**config.mk**
```make
export PLATFORM = sky130hd
export DESIGN_NAME = spi_word_packer
export DESIGN_NICKNAME = d
export VERILOG_FILES = /design/src/rtl/spk_pkg.sv /design/src/rtl/spk_byte_fifo.sv /design/src/rtl/spk_tx_split.sv /design/src/rtl/spk_rx_gather.sv /design/src/rtl/spk_status.sv /design/src/rtl/spi_word_packer.sv
export SDC_FILE = /design/constraint.sdc
export NUM_CORES = 1
export LEC_CHECK = 0
export ABC_AREA = 0
export BUFFER_PORTS_ARGS = -buffer_cell sky130_fd_sc_hd__buf_2
export CORE_UTILIZATION = 41
export CTS_CLUSTER_DIAMETER = 40
export DETAILED_ROUTE_END_ITERATION = 8
export SKIP_CTS_REPAIR_TIMING = 1
export SLEW_MARGIN = 30
export SYNTH_ARGS = -nofsm -noshare
export SYNTH_HDL_FRONTEND = slang
export SYNTH_SLANG_ARGS = --single-unit
```
**constraint.sdc**
```tcl
create_clock -name clk_i -period 4.1 [get_ports clk_i]
set_input_delay 0.205 -clock clk_i [delete_from_list [all_inputs] [get_ports clk_i]]
set_output_delay 0.205 -clock clk_i [all_outputs]
set_load 0.02 [all_outputs]
```
**src/rtl/spk_pkg.sv**
```systemverilog
package spk_pkg;
  localparam int BYTE_W      = 8;
  localparam int ST_QD_LSB   = 0;
  localparam int ST_QD_W     = 8;
  localparam int ST_RX_EMPTY = 24;
  localparam int ST_RX_FULL  = 25;
  localparam int ST_TX_EMPTY = 28;
  localparam int ST_TX_FULL  = 29;

  // bytes -> whole words, saturated to the 8-bit depth field
  function automatic logic [7:0] words_ceil(input int bytes, input int lanes);
    int w;
    w = (bytes + lanes - 1) / lanes;
    if (w > 255) w = 255;
    return 8'(w);
  endfunction
endpackage

```
**src/rtl/spk_byte_fifo.sv**
```systemverilog
module spk_byte_fifo #(
  parameter int DEPTH     = 16,
  parameter int IN_LANES  = 1,
  parameter int OUT_LANES = 1,
  parameter int BYTE_W    = 8,
  localparam int AW       = $clog2(DEPTH),
  localparam int CW       = AW + 1,
  localparam int INW      = $clog2(IN_LANES + 1),
  localparam int OUTW     = $clog2(OUT_LANES + 1)
) (
  input  logic                          clk_i,
  input  logic                          rst_ni,
  input  logic                          clr_i,
  input  logic [INW-1:0]                push_n_i,
  input  logic [IN_LANES*BYTE_W-1:0]    push_data_i,
  input  logic [OUTW-1:0]               pop_n_i,
  output logic [OUT_LANES*BYTE_W-1:0]   peek_o,
  output logic [CW-1:0]                 count_o
);
  // DEPTH must be a power of two: pointers wrap by overflow
  logic [BYTE_W-1:0] mem_q [DEPTH];
  logic [AW-1:0]     wr_ptr_q, rd_ptr_q;
  logic [CW-1:0]     count_q;

  always_ff @(posedge clk_i or negedge rst_ni) begin
    if (!rst_ni) begin
      wr_ptr_q <= '0;
      rd_ptr_q <= '0;
      count_q  <= '0;
    end else if (clr_i) begin
      wr_ptr_q <= '0;
      rd_ptr_q <= '0;
      count_q  <= '0;
    end else begin
      wr_ptr_q <= wr_ptr_q + AW'(push_n_i);
      rd_ptr_q <= rd_ptr_q + AW'(pop_n_i);
      count_q  <= count_q + CW'(push_n_i) - CW'(pop_n_i);
    end
  end

  always_ff @(posedge clk_i) begin
    for (int k = 0; k < IN_LANES; k++) begin
      if (!clr_i && k < int'(push_n_i))
        mem_q[wr_ptr_q + AW'(k)] <= push_data_i[k*BYTE_W +: BYTE_W];
    end
  end

  always_comb begin
    for (int k = 0; k < OUT_LANES; k++)
      peek_o[k*BYTE_W +: BYTE_W] = mem_q[rd_ptr_q + AW'(k)];
  end

  assign count_o = count_q;

  p_count_bound_r9: assert property (@(posedge clk_i) disable iff (!rst_ni)
    int'(count_q) <= DEPTH);
  p_push_room_r2: assert property (@(posedge clk_i) disable iff (!rst_ni)
    !clr_i |-> (int'(push_n_i) <= DEPTH - int'(count_q)));
  p_pop_avail_r4: assert property (@(posedge clk_i) disable iff (!rst_ni)
    !clr_i |-> (int'(pop_n_i) <= int'(count_q)));
endmodule

```
**src/rtl/spk_tx_split.sv**
```systemverilog
module spk_tx_split #(
  parameter int DEPTH = 16,
  parameter int LANES = 4,
  parameter int CW    = 5,
  parameter int LW    = 3
) (
  input  logic          we_i,
  input  logic [CW-1:0] count_i,
  output logic [LW-1:0] push_n_o,
  output logic          ovf_o
);
  int free_b;
  always_comb begin
    free_b = DEPTH - int'(count_i);
    if (!we_i)                push_n_o = '0;
    else if (free_b >= LANES) push_n_o = LW'(LANES);
    else                      push_n_o = LW'(free_b);
    ovf_o = we_i && (free_b < LANES);
  end
endmodule

```
**src/rtl/spk_rx_gather.sv**
```systemverilog
module spk_rx_gather #(
  parameter int LANES  = 4,
  parameter int CW     = 5,
  parameter int LW     = 3,
  parameter int BYTE_W = 8
) (
  input  logic                     re_i,
  input  logic [CW-1:0]            count_i,
  input  logic [LANES*BYTE_W-1:0]  peek_i,
  output logic [LW-1:0]            pop_n_o,
  output logic [LANES*BYTE_W-1:0]  word_o,
  output logic                     short_o
);
  int avail, n;
  always_comb begin
    avail = int'(count_i);
    n     = !re_i ? 0 : (avail < LANES ? avail : LANES);
    pop_n_o = LW'(n);
    word_o  = '0;
    for (int k = 0; k < LANES; k++)
      if (k < n) word_o[k*BYTE_W +: BYTE_W] = peek_i[k*BYTE_W +: BYTE_W];
    short_o = re_i && (avail < LANES);
  end
endmodule

```
**src/rtl/spk_status.sv**
```systemverilog
module spk_status
  import spk_pkg::*;
#(
  parameter int TX_DEPTH = 16,
  parameter int RX_DEPTH = 16,
  parameter int LANES    = 4,
  parameter int TCW      = 5,
  parameter int RCW      = 5
) (
  input  logic [TCW-1:0] tx_count_i,
  input  logic [RCW-1:0] rx_count_i,
  output logic [31:0]    status_o,
  output logic [7:0]     rx_qd_o
);
  always_comb begin
    status_o = '0;
    status_o[ST_QD_LSB +: ST_QD_W] = words_ceil(int'(tx_count_i), LANES);
    status_o[ST_RX_EMPTY] = (rx_count_i == '0);
    status_o[ST_RX_FULL]  = (rx_count_i == RCW'(RX_DEPTH));
    status_o[ST_TX_EMPTY] = (tx_count_i == '0);
    status_o[ST_TX_FULL]  = (tx_count_i == TCW'(TX_DEPTH));
    rx_qd_o = words_ceil(int'(rx_count_i), LANES);
  end
endmodule

```
**src/rtl/spi_word_packer.sv**
```systemverilog
module spi_word_packer
  import spk_pkg::*;
#(
  parameter int TX_DEPTH = 16,
  parameter int RX_DEPTH = 16,
  parameter int WORD_W   = 32
) (
  input  logic              clk_i,
  input  logic              rst_ni,
  input  logic              fifo_clr_i,
  input  logic              txdata_we_i,
  input  logic [WORD_W-1:0] txdata_i,
  input  logic              rxdata_re_i,
  output logic [WORD_W-1:0] rxdata_o,
  output logic              rxdata_valid_o,
  output logic              overflow_o,
  output logic              underflow_o,
  output logic [7:0]        tx_byte_o,
  output logic              tx_byte_valid_o,
  input  logic              tx_byte_pop_i,
  input  logic [7:0]        rx_byte_i,
  input  logic              rx_byte_push_i,
  output logic [31:0]       status_o,
  output logic [7:0]        rx_qd_o
);
  localparam int LANES = WORD_W / BYTE_W;
  localparam int LW    = $clog2(LANES + 1);
  localparam int TCW   = $clog2(TX_DEPTH) + 1;
  localparam int RCW   = $clog2(RX_DEPTH) + 1;

  logic [TCW-1:0]    tx_cnt;
  logic [RCW-1:0]    rx_cnt;
  logic [LW-1:0]     tx_push_n, rx_pop_n;
  logic              ovf_c, short_c;
  logic              tx_pop_ok, rx_push_ok;
  logic [WORD_W-1:0] rx_peek, word_c;

  assign tx_pop_ok  = tx_byte_pop_i && (tx_cnt != '0);
  assign rx_push_ok = rx_byte_push_i && (rx_cnt != RCW'(RX_DEPTH));

  spk_tx_split #(.DEPTH(TX_DEPTH), .LANES(LANES), .CW(TCW), .LW(LW)) u_split (
    .we_i(txdata_we_i), .count_i(tx_cnt), .push_n_o(tx_push_n), .ovf_o(ovf_c)
  );

  spk_byte_fifo #(.DEPTH(TX_DEPTH), .IN_LANES(LANES), .OUT_LANES(1), .BYTE_W(BYTE_W)) u_tx_q (
    .clk_i(clk_i), .rst_ni(rst_ni), .clr_i(fifo_clr_i),
    .push_n_i(tx_push_n), .push_data_i(txdata_i),
    .pop_n_i(tx_pop_ok), .peek_o(tx_byte_o), .count_o(tx_cnt)
  );

  spk_byte_fifo #(.DEPTH(RX_DEPTH), .IN_LANES(1), .OUT_LANES(LANES), .BYTE_W(BYTE_W)) u_rx_q (
    .clk_i(clk_i), .rst_ni(rst_ni), .clr_i(fifo_clr_i),
    .push_n_i(rx_push_ok), .push_data_i(rx_byte_i),
    .pop_n_i(rx_pop_n), .peek_o(rx_peek), .count_o(rx_cnt)
  );

  spk_rx_gather #(.LANES(LANES), .CW(RCW), .LW(LW), .BYTE_W(BYTE_W)) u_gather (
    .re_i(rxdata_re_i), .count_i(rx_cnt), .peek_i(rx_peek),
    .pop_n_o(rx_pop_n), .word_o(word_c), .short_o(short_c)
  );

  spk_status #(.TX_DEPTH(TX_DEPTH), .RX_DEPTH(RX_DEPTH), .LANES(LANES), .TCW(TCW), .RCW(RCW)) u_stat (
    .tx_count_i(tx_cnt), .rx_count_i(rx_cnt), .status_o(status_o), .rx_qd_o(rx_qd_o)
  );

  assign tx_byte_valid_o = (tx_cnt != '0);

  always_ff @(posedge clk_i or negedge rst_ni) begin
    if (!rst_ni) begin
      rxdata_o       <= '0;
      rxdata_valid_o <= 1'b0;
      overflow_o     <= 1'b0;
      underflow_o    <= 1'b0;
    end else begin
      rxdata_valid_o <= rxdata_re_i;
      overflow_o     <= ovf_c;
      underflow_o    <= short_c;
      if (rxdata_re_i) rxdata_o <= word_c;
    end
  end

  p_load_valid_r5: assert property (@(posedge clk_i) disable iff (!rst_ni)
    rxdata_re_i |=> rxdata_valid_o);
  p_underflow_with_data_r4: assert property (@(posedge clk_i) disable iff (!rst_ni)
    underflow_o |-> rxdata_valid_o);
  p_store_not_empty_r6: assert property (@(posedge clk_i) disable iff (!rst_ni)
    txdata_we_i && !fifo_clr_i |=> !status_o[ST_TX_EMPTY]);
  p_load_not_full_r7: assert property (@(posedge clk_i) disable iff (!rst_ni)
    rxdata_re_i |=> !status_o[ST_RX_FULL]);
  p_clear_empties_r10: assert property (@(posedge clk_i) disable iff (!rst_ni)
    fifo_clr_i |=> status_o[ST_TX_EMPTY] && status_o[ST_RX_EMPTY]);
  p_pop_empty_keeps_r12: assert property (@(posedge clk_i) disable iff (!rst_ni)
    !tx_byte_valid_o && !txdata_we_i |=> !tx_byte_valid_o);
endmodule

```
---- Word-level counts from Yosys, hierarchy flattened ----
Memory sizes are Yosys's and may differ from the RTL's.
Cells that the tools add are included.
cells by class
  eq/ne operators ......................... 3
  $add $sub $neg .......................... 21
  bitwise logic cells ..................... 2
  reductions and logical operators ........ 15
  $lt $le $gt $ge ......................... 14
  muxes and demuxes ....................... 26
operator list
  cell                                                                                  count
  32-bit by 1-bit adder with 32-bit output                                              2
  32-bit by 9-bit greater-than comparator with 1-bit output, second input constant      2
  3-bit by 32-bit less-than comparator with 1-bit output, first input constant          2
  32-bit by 2-bit subtractor with 32-bit output, second input constant                  2
  8-bit 2-to-1 mux                                                                      6
  32-bit by 4-bit greater-or-equal comparator with 1-bit output, second input constant  1
  1-bit by 32-bit less-than comparator with 1-bit output, first input constant          1
  2-bit by 32-bit less-than comparator with 1-bit output, first input constant          1
  32-bit by 4-bit less-than comparator with 1-bit output, second input constant         1
  32-bit 2-to-1 mux                                                                     1
  4-bit by 2-bit adder with 4-bit output, second input constant                         4
  4-bit 2-to-1 mux                                                                      4
  5-bit 2-to-1 mux                                                                      3
  5-bit by 3-bit adder with 6-bit output, second input constant                         2
  5-bit == test, second input constant                                                  2
  5-bit zero test                                                                       2
  1-bit 2-to-1 mux                                                                      10
  1-bit logical AND                                                                     9
  4-bit by 1-bit adder with 4-bit output                                                2
  4-bit by 1-bit adder with 4-bit output, second input constant                         2
  4-bit by 3-bit adder with 4-bit output                                                2
  1-bit by 3-bit less-than comparator with 1-bit output, first input constant           2
  2-bit by 3-bit less-than comparator with 1-bit output, first input constant           2
  3-bit 2-to-1 mux                                                                      2
  12 further kinds                                                                      14
storage, ports and cells
  register bits ........................... 61
  logic and storage cells ................. 93
  bits in writable memories ............... 256
  memories ................................ 2
  output and inout port bits .............. 84
  bits of input ports ..................... 47
memory list
  name          words  bits a word  rd ports  clocked after Yosys merged registers in  wr ports  line                 source
  u_rx_q.mem_q  16     8            4         0                                        1         spk_byte_fifo.sv:21  logic [BYTE_W-1:0] mem_q [DEPTH];
  u_tx_q.mem_q  16     8            1         0                                        4         spk_byte_fifo.sv:21

---- Logic depth before layout (Yosys ltp) ----
Gate-level depths: netlist of the first run.
  depth in word-level cells ............... 8
  mapped depth ............................ 16
  depth with buffers taken out ............ 15

---- Modules after synthesis ----
Synthesis of the first run repeated with hierarchy kept, for this count alone.
second synthesis, totals
  cells, all modules ...................... 1,885
  area total of the unflattened synthesis .. 22,300.1 um^2
modules (own cells, without submodules)
  module                  area an instance (um^2)  cells an instance  instances
  spk_byte_fifo (u_tx_q)  10,784.1                 1,099              1
  spk_byte_fifo (u_rx_q)  8,934.8                  556                1
  spi_word_packer         1,453.9                  77                 1
  spk_status              668.1                    89                 1
  spk_rx_gather           324.1                    45                 1
  spk_tx_split            135.1                    19                 1

---- Worst setup path after synthesis of the first run ----
Ideal clock, no wire load.
  path kind ............................... register -> register
  from .................................... register u_rx_q.rd_ptr_q[1]
  to ...................................... register rxdata_o[24]
  arrival time ............................ 3.402 ns
  stages on the path, launching flop included .. 14
  setup time .............................. 0.166 ns
  path slack .............................. 0.531 ns
  path buffers ............................ 6
  cell sequence ........................... dfrtp_1 buf_2 clkbuf_1 buf_2 inv_1 ha_1 buf_2 buf_1 buf_1 mux4_2 mux2i_1 nand2_1 o21ai_0 o22ai_1
between the ends
  cells in the longest elaborated chain, start to end .. 3
RTL lines
  element                                 line                   source
  start: declaration                      spk_byte_fifo.sv:22    logic [AW-1:0] wr_ptr_q, rd_ptr_q;
  start signal: assignment                spk_byte_fifo.sv:36    rd_ptr_q <= rd_ptr_q + AW'(pop_n_i);
  4-bit by 2-bit adder with 4-bit output  spk_byte_fifo.sv:50    peek_o[k*BYTE_W +: BYTE_W] = mem_q[rd_ptr_q + AW'(k)];
  memory read 16 x 8 bit                  --
  8-bit 2-to-1 mux                        spk_rx_gather.sv:21    if (k < n) word_o[k*BYTE_W +: BYTE_W] = peek_i[k*BYTE_W +: BYTE_W];
  end signal: assignment                  spi_word_packer.sv:78  if (rxdata_re_i) rxdata_o <= word_c;
  end: declaration                        spi_word_packer.sv:14  output logic [WORD_W-1:0] rxdata_o,
Every way passes these cells.
A chain may end at the register's enable or synchronous reset.

---- Worst setup path after layout of the first run ----
  from .................................... register u_tx_q.count_q[0], in the netlist u_tx_q.count_o[0]
  to ...................................... output port status_o[3]
between the ends
  cells in the longest elaborated chain, start to end .. 7
RTL lines
  element                                                    line                   source
  start: declaration                                         spk_byte_fifo.sv:23    logic [CW-1:0] count_q;
  start signal: assignment                                   spk_byte_fifo.sv:37    count_q <= count_q + CW'(push_n_i) - CW'(pop_n_i);
  5-bit by 3-bit adder with 6-bit output *                   spk_pkg.sv:13          w = (bytes + lanes - 1) / lanes;
  32-bit by 2-bit subtractor with 32-bit output *            spk_pkg.sv:13
  2-bit OR reduction (no line)                               --
  1-bit bitwise AND (no line)                                --
  32-bit by 1-bit adder with 32-bit output (no line) *       --
  32-bit by 9-bit greater-than comparator with 1-bit output  spk_pkg.sv:14          if (w > 255) w = 255;
  8-bit 2-to-1 mux *                                         spk_pkg.sv:14
  end: declaration                                           spi_word_packer.sv:23  output logic [31:0] status_o,
Mark *: on every way between the ends. The rest lies on a longest branch, timed or not.

==> results of run 1 <==
-- layer usage --
metal,up-vias,part of all wire [%]
li1,7225,-
met1,8287,39
met2,993,47
met3,195,9.2
met4,0,4.6
met5,-,0
-- how the worst min path moves through the flow --
stage | from | end | cells after the start
after detailed placement | rst_ni | rxdata_o[4]$_DFFE_PN0P_ | 1
after floorplan | rst_ni | overflow_o$_DFF_PN0_ | 0
final | rxdata_re_i | rxdata_valid_o$_DFF_PN0_ | 1
after CTS | rst_ni | rxdata_o[6]$_DFFE_PN0P_ | 1
after global placement | rst_ni | rxdata_o[4]$_DFFE_PN0P_ | 1
after global routing | rxdata_re_i | rxdata_valid_o$_DFF_PN0_ | 1
-- power by group --
group	total, mW	switching, mW	internal, mW
Sequential	4.32	0.318	4.00
Clock	4.63	1.71	2.92
Combinational	6.45	3.91	2.54
Total	15.4	5.94	9.46
-- through the flow --
step	utilization [%]	power (mW)	area, µm²	worst slack, ps
3_3_place_gp	44.1	10.7	23300	350
3_5_place_dp	44.1	10.8	23300	292
5_1_grt	47.9	16.2	25300	22.8
6_report	47.9	15.4	25300	299
4_1_cts	47.7	15.4	25200	245
2_1_floorplan	-	8.89	22100	531
-- cells in the final DEF, fill, tap and decap left out, drive strengths merged, types with 8 or more instances in the layout --
cell | netlist | layout
a211oi | 46 | 46
a21o | 15 | 15
a21oi | 67 | 67
and2 | 10 | 10
and3 | 9 | 9
buf | 103 | 192
clkbuf | 73 | 65
clkinv | 1 | 16
conb | 1 | 20
dfrtp | 61 | 61
dlygate4sd3 | 0 | 9
edfxtp | 256 | 256
ha | 51 | 51
inv | 93 | 105
mux2 | 77 | 77
mux2i | 86 | 86
mux4 | 184 | 184
nand2 | 165 | 165
nand2b | 16 | 16
nand3 | 26 | 26
nand3b | 9 | 9
nor2 | 93 | 93
nor2b | 18 | 18
nor3 | 37 | 37
nor4 | 8 | 8
o211ai | 11 | 11
o21ai | 127 | 127
o22ai | 43 | 43
o31ai | 32 | 32
xnor2 | 23 | 23
xor2 | 18 | 18
-- registers in the layout (all words and copies together) (netlist names) --
register,flops
u_rx_q.mem_q,128
u_tx_q.mem_q,128
rxdata_o,32
u_rx_q.count_o,5
u_tx_q.count_o,5
u_rx_q.rd_ptr_q,4
u_rx_q.wr_ptr_q,4
u_tx_q.rd_ptr_q,4
u_tx_q.wr_ptr_q,4
overflow_o,1
rxdata_valid_o,1
underflow_o,1
-- logic make-up after synthesis --
| kind of cell | count (synthesis) |
|---|---|
| AND/OR/NAND/NOR | 418 |
| other | 1 |
| adder cells (fa/ha/maj) | 55 |
| flip-flops | 317 |
| buffers and inverters | 270 |
| multiplexers | 347 |
| XOR/XNOR | 41 |
| AO/OA/AOI/OAI | 380 |
-- layout make-up --
cell class,count,area share (%)
Timing Repair Buffer,202,5.16
Sequential cell,317,36.5
Tap cell,688,3.41
Clock buffer,64,5.66
Inverter,94,1.40
Multi-Input combinational cell,1261,46.1
Antenna cell,1,0.00990
Clock inverter,37,1.76
==> out/metrics.cfg, run 1 <==
[cts]
clock-sinks=317
clk_latency_ps=610
clk_path_buf_depth=3
cts-htree-levels=2
cts_buffers=54
cts_root_buf=clkbuf_16
path_clk_slew_ps=60
cts_tree=done

[synthesis]
synth-edff-count=256
syn_inst=1829
synthesis.area_um2=22000
synth_top_family_by_area=multiplexers
synth_compound_area_share_pct=11.3
synth_area_per_cell_um2=12.0
synthTopCellsByArea=edfxtp_1 35%, mux4_2 19%, dfrtp_1 6.9%, mux2i_1 3.9%, mux2_2 3.5%
synthSimpleGateAreaFrac_pct=9.60
ys_warn_count=0
async_reset_ff_share_pct=19.2
ys_seq_area_share_pct=41.9
synth_top_cell_by_area=edfxtp_1
synth_fa_ha_area_share_pct=3.27
synth_flop_cell=edfxtp_1
synth_top_area_share_pct=35.0
synthXorXnorAreaFrac_pct=1.67
synth_seq_cells=317
synth_mux_area_share_pct=26.7
synth_cell_types=82
ys_top_cells_by_count=256 x edfxtp_1, 184 x mux4_2, 165 x nand2_1
post-synth-top-count-cell=edfxtp_1

[global_routing]
met2_usage_pct=41.3
grt_max_degree=74
grt_busiest_layer=met2
grt_overflow_total=0
antenna_found_initial=1
use_met3_pct=5.26
grt_util_met1_pct=32.3
grt_pass1_wl_um=103000
grt.total_usage_pct=25.3
grt_pass1_vias=16200

[timing]
tns_ps=0
drv_slew=0
worstMarginPinSlew_ps=986
fmax_mhz=263
slew_headroom_pct=34.2
fin_skew_ps=24.7
setup_viol=0
holdWs_ps=71.0
hold_viol=0
period_needed_ps=3800
period_share_pct=92.7
rsz0062_at_grt=false

[route]
num_vias=16700
wl_um=68700
first_pass_iters=8
post_drt_wl_per_cell_um=25.8
via_per_inst=6.27
route.detailed.drc=26
dr.first_iter.drc_count=1754
ant_nets=0

[floorplan]
core_um2=52800
die-area_um2=54500
rows=84
ios=131
start_util_pct=41.7
die_y_um=234
die_width_um=234

[worst_setup_path]
critPathLaunchType=register
cp_top_family=simple AND/OR/NAND/NOR gates
reg2regPathDepth=9
crit_arrival_ps=3600
cp-end-kind=output port
worstPathRequired_ps=3890
cp_cell_sequence=buf_4 -> or3b_2 -> or3_1 -> nor3_1 -> ha_1 -> ha_1 -> nand3b_1 -> a31oi_1 -> a21oi_1 -> or2_2 -> buf_2
crit_slowest_cell=or3b_2
crit_path_max_fanout=9
rrSetupSlack_ps=420
cpMostUsedCell=ha_1
worstReg2RegStart=u_tx_q.count_o[3]$_DFF_PN0_
cp_num_buf_inv=2
worstSetupPathType=reg -> out
cp-endpoint=status_o[3]
worstSetupStartpoint=u_tx_q.count_o[0]$_DFF_PN0_
r2r_end=u_tx_q.mem_q[3][6]$_DFFE_PP_
critPathMaxStageDelay_ps=490
critical_path_depth=11

[power]
power_density_nw_per_um2=609
p_leak_nw=9.34
vdd_drop_max_mv=0.478

[run_status]
run_status=complete, but fails checks
violations=design-rule violations

[placed_design]
port_buffers=110
dp_hpwl_um=47200
gp_congestion=0.953
placed_cells=2552

[final_layout]
nFillCells=4630
final_cells=2664
synthToLayoutAreaGrowth_pct=15.0
multi_input_area_um2=11700
nets=2032
seqCellArea_um2=9220
drive_gt1_share_pct=30.4

[flow_run]
max_cap_viol_count=0

[hold_path]
hp-class=in -> reg

Note: power is estimated with default switching activity, not from simulation.
==> inputs of run 2 (changes only) <==
ABC_AREA = 1   (was 0)
SLEW_MARGIN = 20   (was 30)
==> run 2 against run 1 <==
  * Largest cell class unchanged
  * Wire length up 24%
  * Global-route usage rose by 5.2 points
  * Sequential share of layout area decreased by 0.068 points
  * Clock-buffer cell count decreased by 8
  * Power grew 3.4%
  * Die area is 1.3% higher
  * Critical path depth is 2 higher
  * The run now ends clean
==> out/metrics.cfg, run 2 <==
[timing]
period_needed_ps=3750
drv_slew=0
worstMarginPinSlew_ps=1080
tns_ps=0
fmax_mhz=266
fin_skew_ps=34.2
hold_viol=0
rsz0062_at_grt=false
setup_viol=0
period_share_pct=91.6
slew_headroom_pct=27.9
holdWs_ps=3.51

[synthesis]
syn_inst=2941
synthesis.area_um2=22300
async_reset_ff_share_pct=19.2
synthTopCellsByArea=edfxtp_1 35%, nand2_1 16%, nand3_1 9.3%, dfrtp_1 6.9%, o21ai_0 4.6%
ys_seq_area_share_pct=41.4
synth_cell_types=45
synth_area_per_cell_um2=7.57
synth_top_cell_by_area=edfxtp_1
synth-edff-count=256
synth_seq_cells=317
synth_top_area_share_pct=34.5
post-synth-top-count-cell=nand2_1
ys_warn_count=0
ys_top_cells_by_count=926 x nand2_1, 412 x nand3_1, 256 x edfxtp_1
synth_flop_cell=edfxtp_1

[global_routing]
antenna_found_initial=2
grt_pass1_wl_um=127000
grt_max_degree=173
grt_overflow_total=0
grt.total_usage_pct=30.6
grt_pass1_vias=20500

[worst_setup_path]
reg2regPathDepth=16
crit_arrival_ps=3550
worstSetupPathType=reg -> out
critPathLaunchType=register
crit_path_max_fanout=8
cp-end-kind=output port
worstPathRequired_ps=3890

[power]
pwr-share-clk_pct=30.0
p_total_mw=15.9
p_seq_share_pct=27.4
power_frac_comb_pct=42.6
p_leak_nw=11.0
power_density_nw_per_um2=629
vdd_drop_max_mv=0.330
p_int_mw=9.03
switching_share_pct=43.3
switchingPower_mw=6.90

[route]
wl_um=85400
post_drt_wl_per_cell_um=22.9
first_pass_iters=8
num_vias=21900
ant_nets=0
via_per_inst=5.87
dr.first_iter.drc_count=2484
route.detailed.drc=0

[floorplan]
core_um2=53700
rows=85
ios=131
start_util_pct=41.5
die_width_um=235
die_y_um=235
die-area_um2=55300

[placed_design]
dp_hpwl_um=58500
port_buffers=110
gp_congestion=1.03
postPlaceCellArea_um2=23300

[final_layout]
seqCellArea_um2=9220
drive_gt1_share_pct=11.0
multi_input_area_um2=11400
nets=3088
layout_commonest_cell=nand2_1
largestRegisters=u_rx_q.mem_q: 128 flops, u_tx_q.mem_q: 128 flops, rxdata_o: 32 flops
finish.utilization_pct=47.2
final_area_um2=25300
synthToLayoutAreaGrowth_pct=13.7
nFillCells=5256
layout_common_cells=926 x nand2_1, 412 x nand3_1, 256 x edfxtp_1

[cts]
cts_buffers=53
clk_latency_ps=630
cts_tree=done
clock-sinks=317
clk_path_buf_depth=3
cts-htree-levels=2
path_clk_slew_ps=50
cts_root_buf=clkbuf_16

[hold_path]
hp-class=in -> reg
holdPathStages=2

[run_status]
run_status=complete, no violations

[flow_run]
max_cap_viol_count=0

[run 2: final timing paths]
path                                             startpoint                            to  slack, ps
worst max-delay path            u_rx_q.count_o[2]$_DFF_PN0_                    rx_qd_o[2]        350
worst min-delay path                             fifo_clr_i  u_rx_q.wr_ptr_q[0]$_DFF_PN0_          4
worst max register to register  u_tx_q.count_o[2]$_DFF_PN0_  u_tx_q.mem_q[6][3]$_DFFE_PP_        680
worst min register to register     rxdata_o[22]$_DFFE_PN0P_      rxdata_o[22]$_DFFE_PN0P_        470
max in group asynchronous                            rst_ni  u_tx_q.rd_ptr_q[0]$_DFF_PN0_       3220
min in group asynchronous                            rst_ni       rxdata_o[4]$_DFFE_PN0P_        230
[run 2: through the flow]
stage,setup slack [ps],std cells
5_1_grt,32.9,3727
2_1_floorplan,1160,2960
3_3_place_gp,739,3621
3_5_place_dp,736,3621
4_1_cts,93.4,3720
6_report,346,3727
[run 2: layer usage]
metal  GRT usage (%)  routed length, µm  up-vias
met1            37.3              32600    10300
met3            5.16               7080      293
met2            50.2              40000     1149
met5               0                 16        -
met4            19.4               5720        2
li1                -                  -    10200
[run 2: layout make-up]
type | count | area share, %
Multi-Input combinational cell | 2212 | 44.9
Clock buffer | 56 | 5.28
Tap cell | 696 | 3.44
Sequential cell | 317 | 36.4
Timing Repair Buffer | 164 | 4.14
Antenna cell | 1 | 0.00988
Clock inverter | 43 | 2.33
Inverter | 238 | 3.54
[run 2: critical path, stage by stage (launching register included)]
cell and delay [ps]:
dfrtp_1 440, ha_1 260, xnor2_1 240, nor3b_2 230
nand2_1 130, inv_1 120, ha_1 180, ha_1 170
inv_1 60, nor3_1 280, nand3_1 160, o211ai_1 280
o21ai_0 170, buf_2 190
[run 2: logic make-up (layout without fill, tap and decap cells)]
logic type               count (synthesis)  after routing  share of synthesized area (%)
XOR/XNOR                                19             19                          0.747
buffers and inverters                  431            501                           8.02
other                                    1             21                         0.0168
AO/OA/AOI/OAI                          409            409                           11.0
multiplexers                            65             65                           2.92
adder cells (fa/ha/maj)                 55             55                           3.22
flip-flops                             317            317                           41.4
AND/OR/NAND/NOR                       1644           1644                           32.7
[run 2: power by group through the flow]
stage / clock (mW) / sequential, mW / combinational, mW
global route: 5.00 / 4.41 / 7.38
CTS: 4.85 / 4.36 / 6.68
detailed placement: 0 / 4.42 / 6.65
floorplan: 0 / 4.44 / 4.41
finish: 4.78 / 4.37 / 6.78
global placement: 0 / 4.41 / 6.59
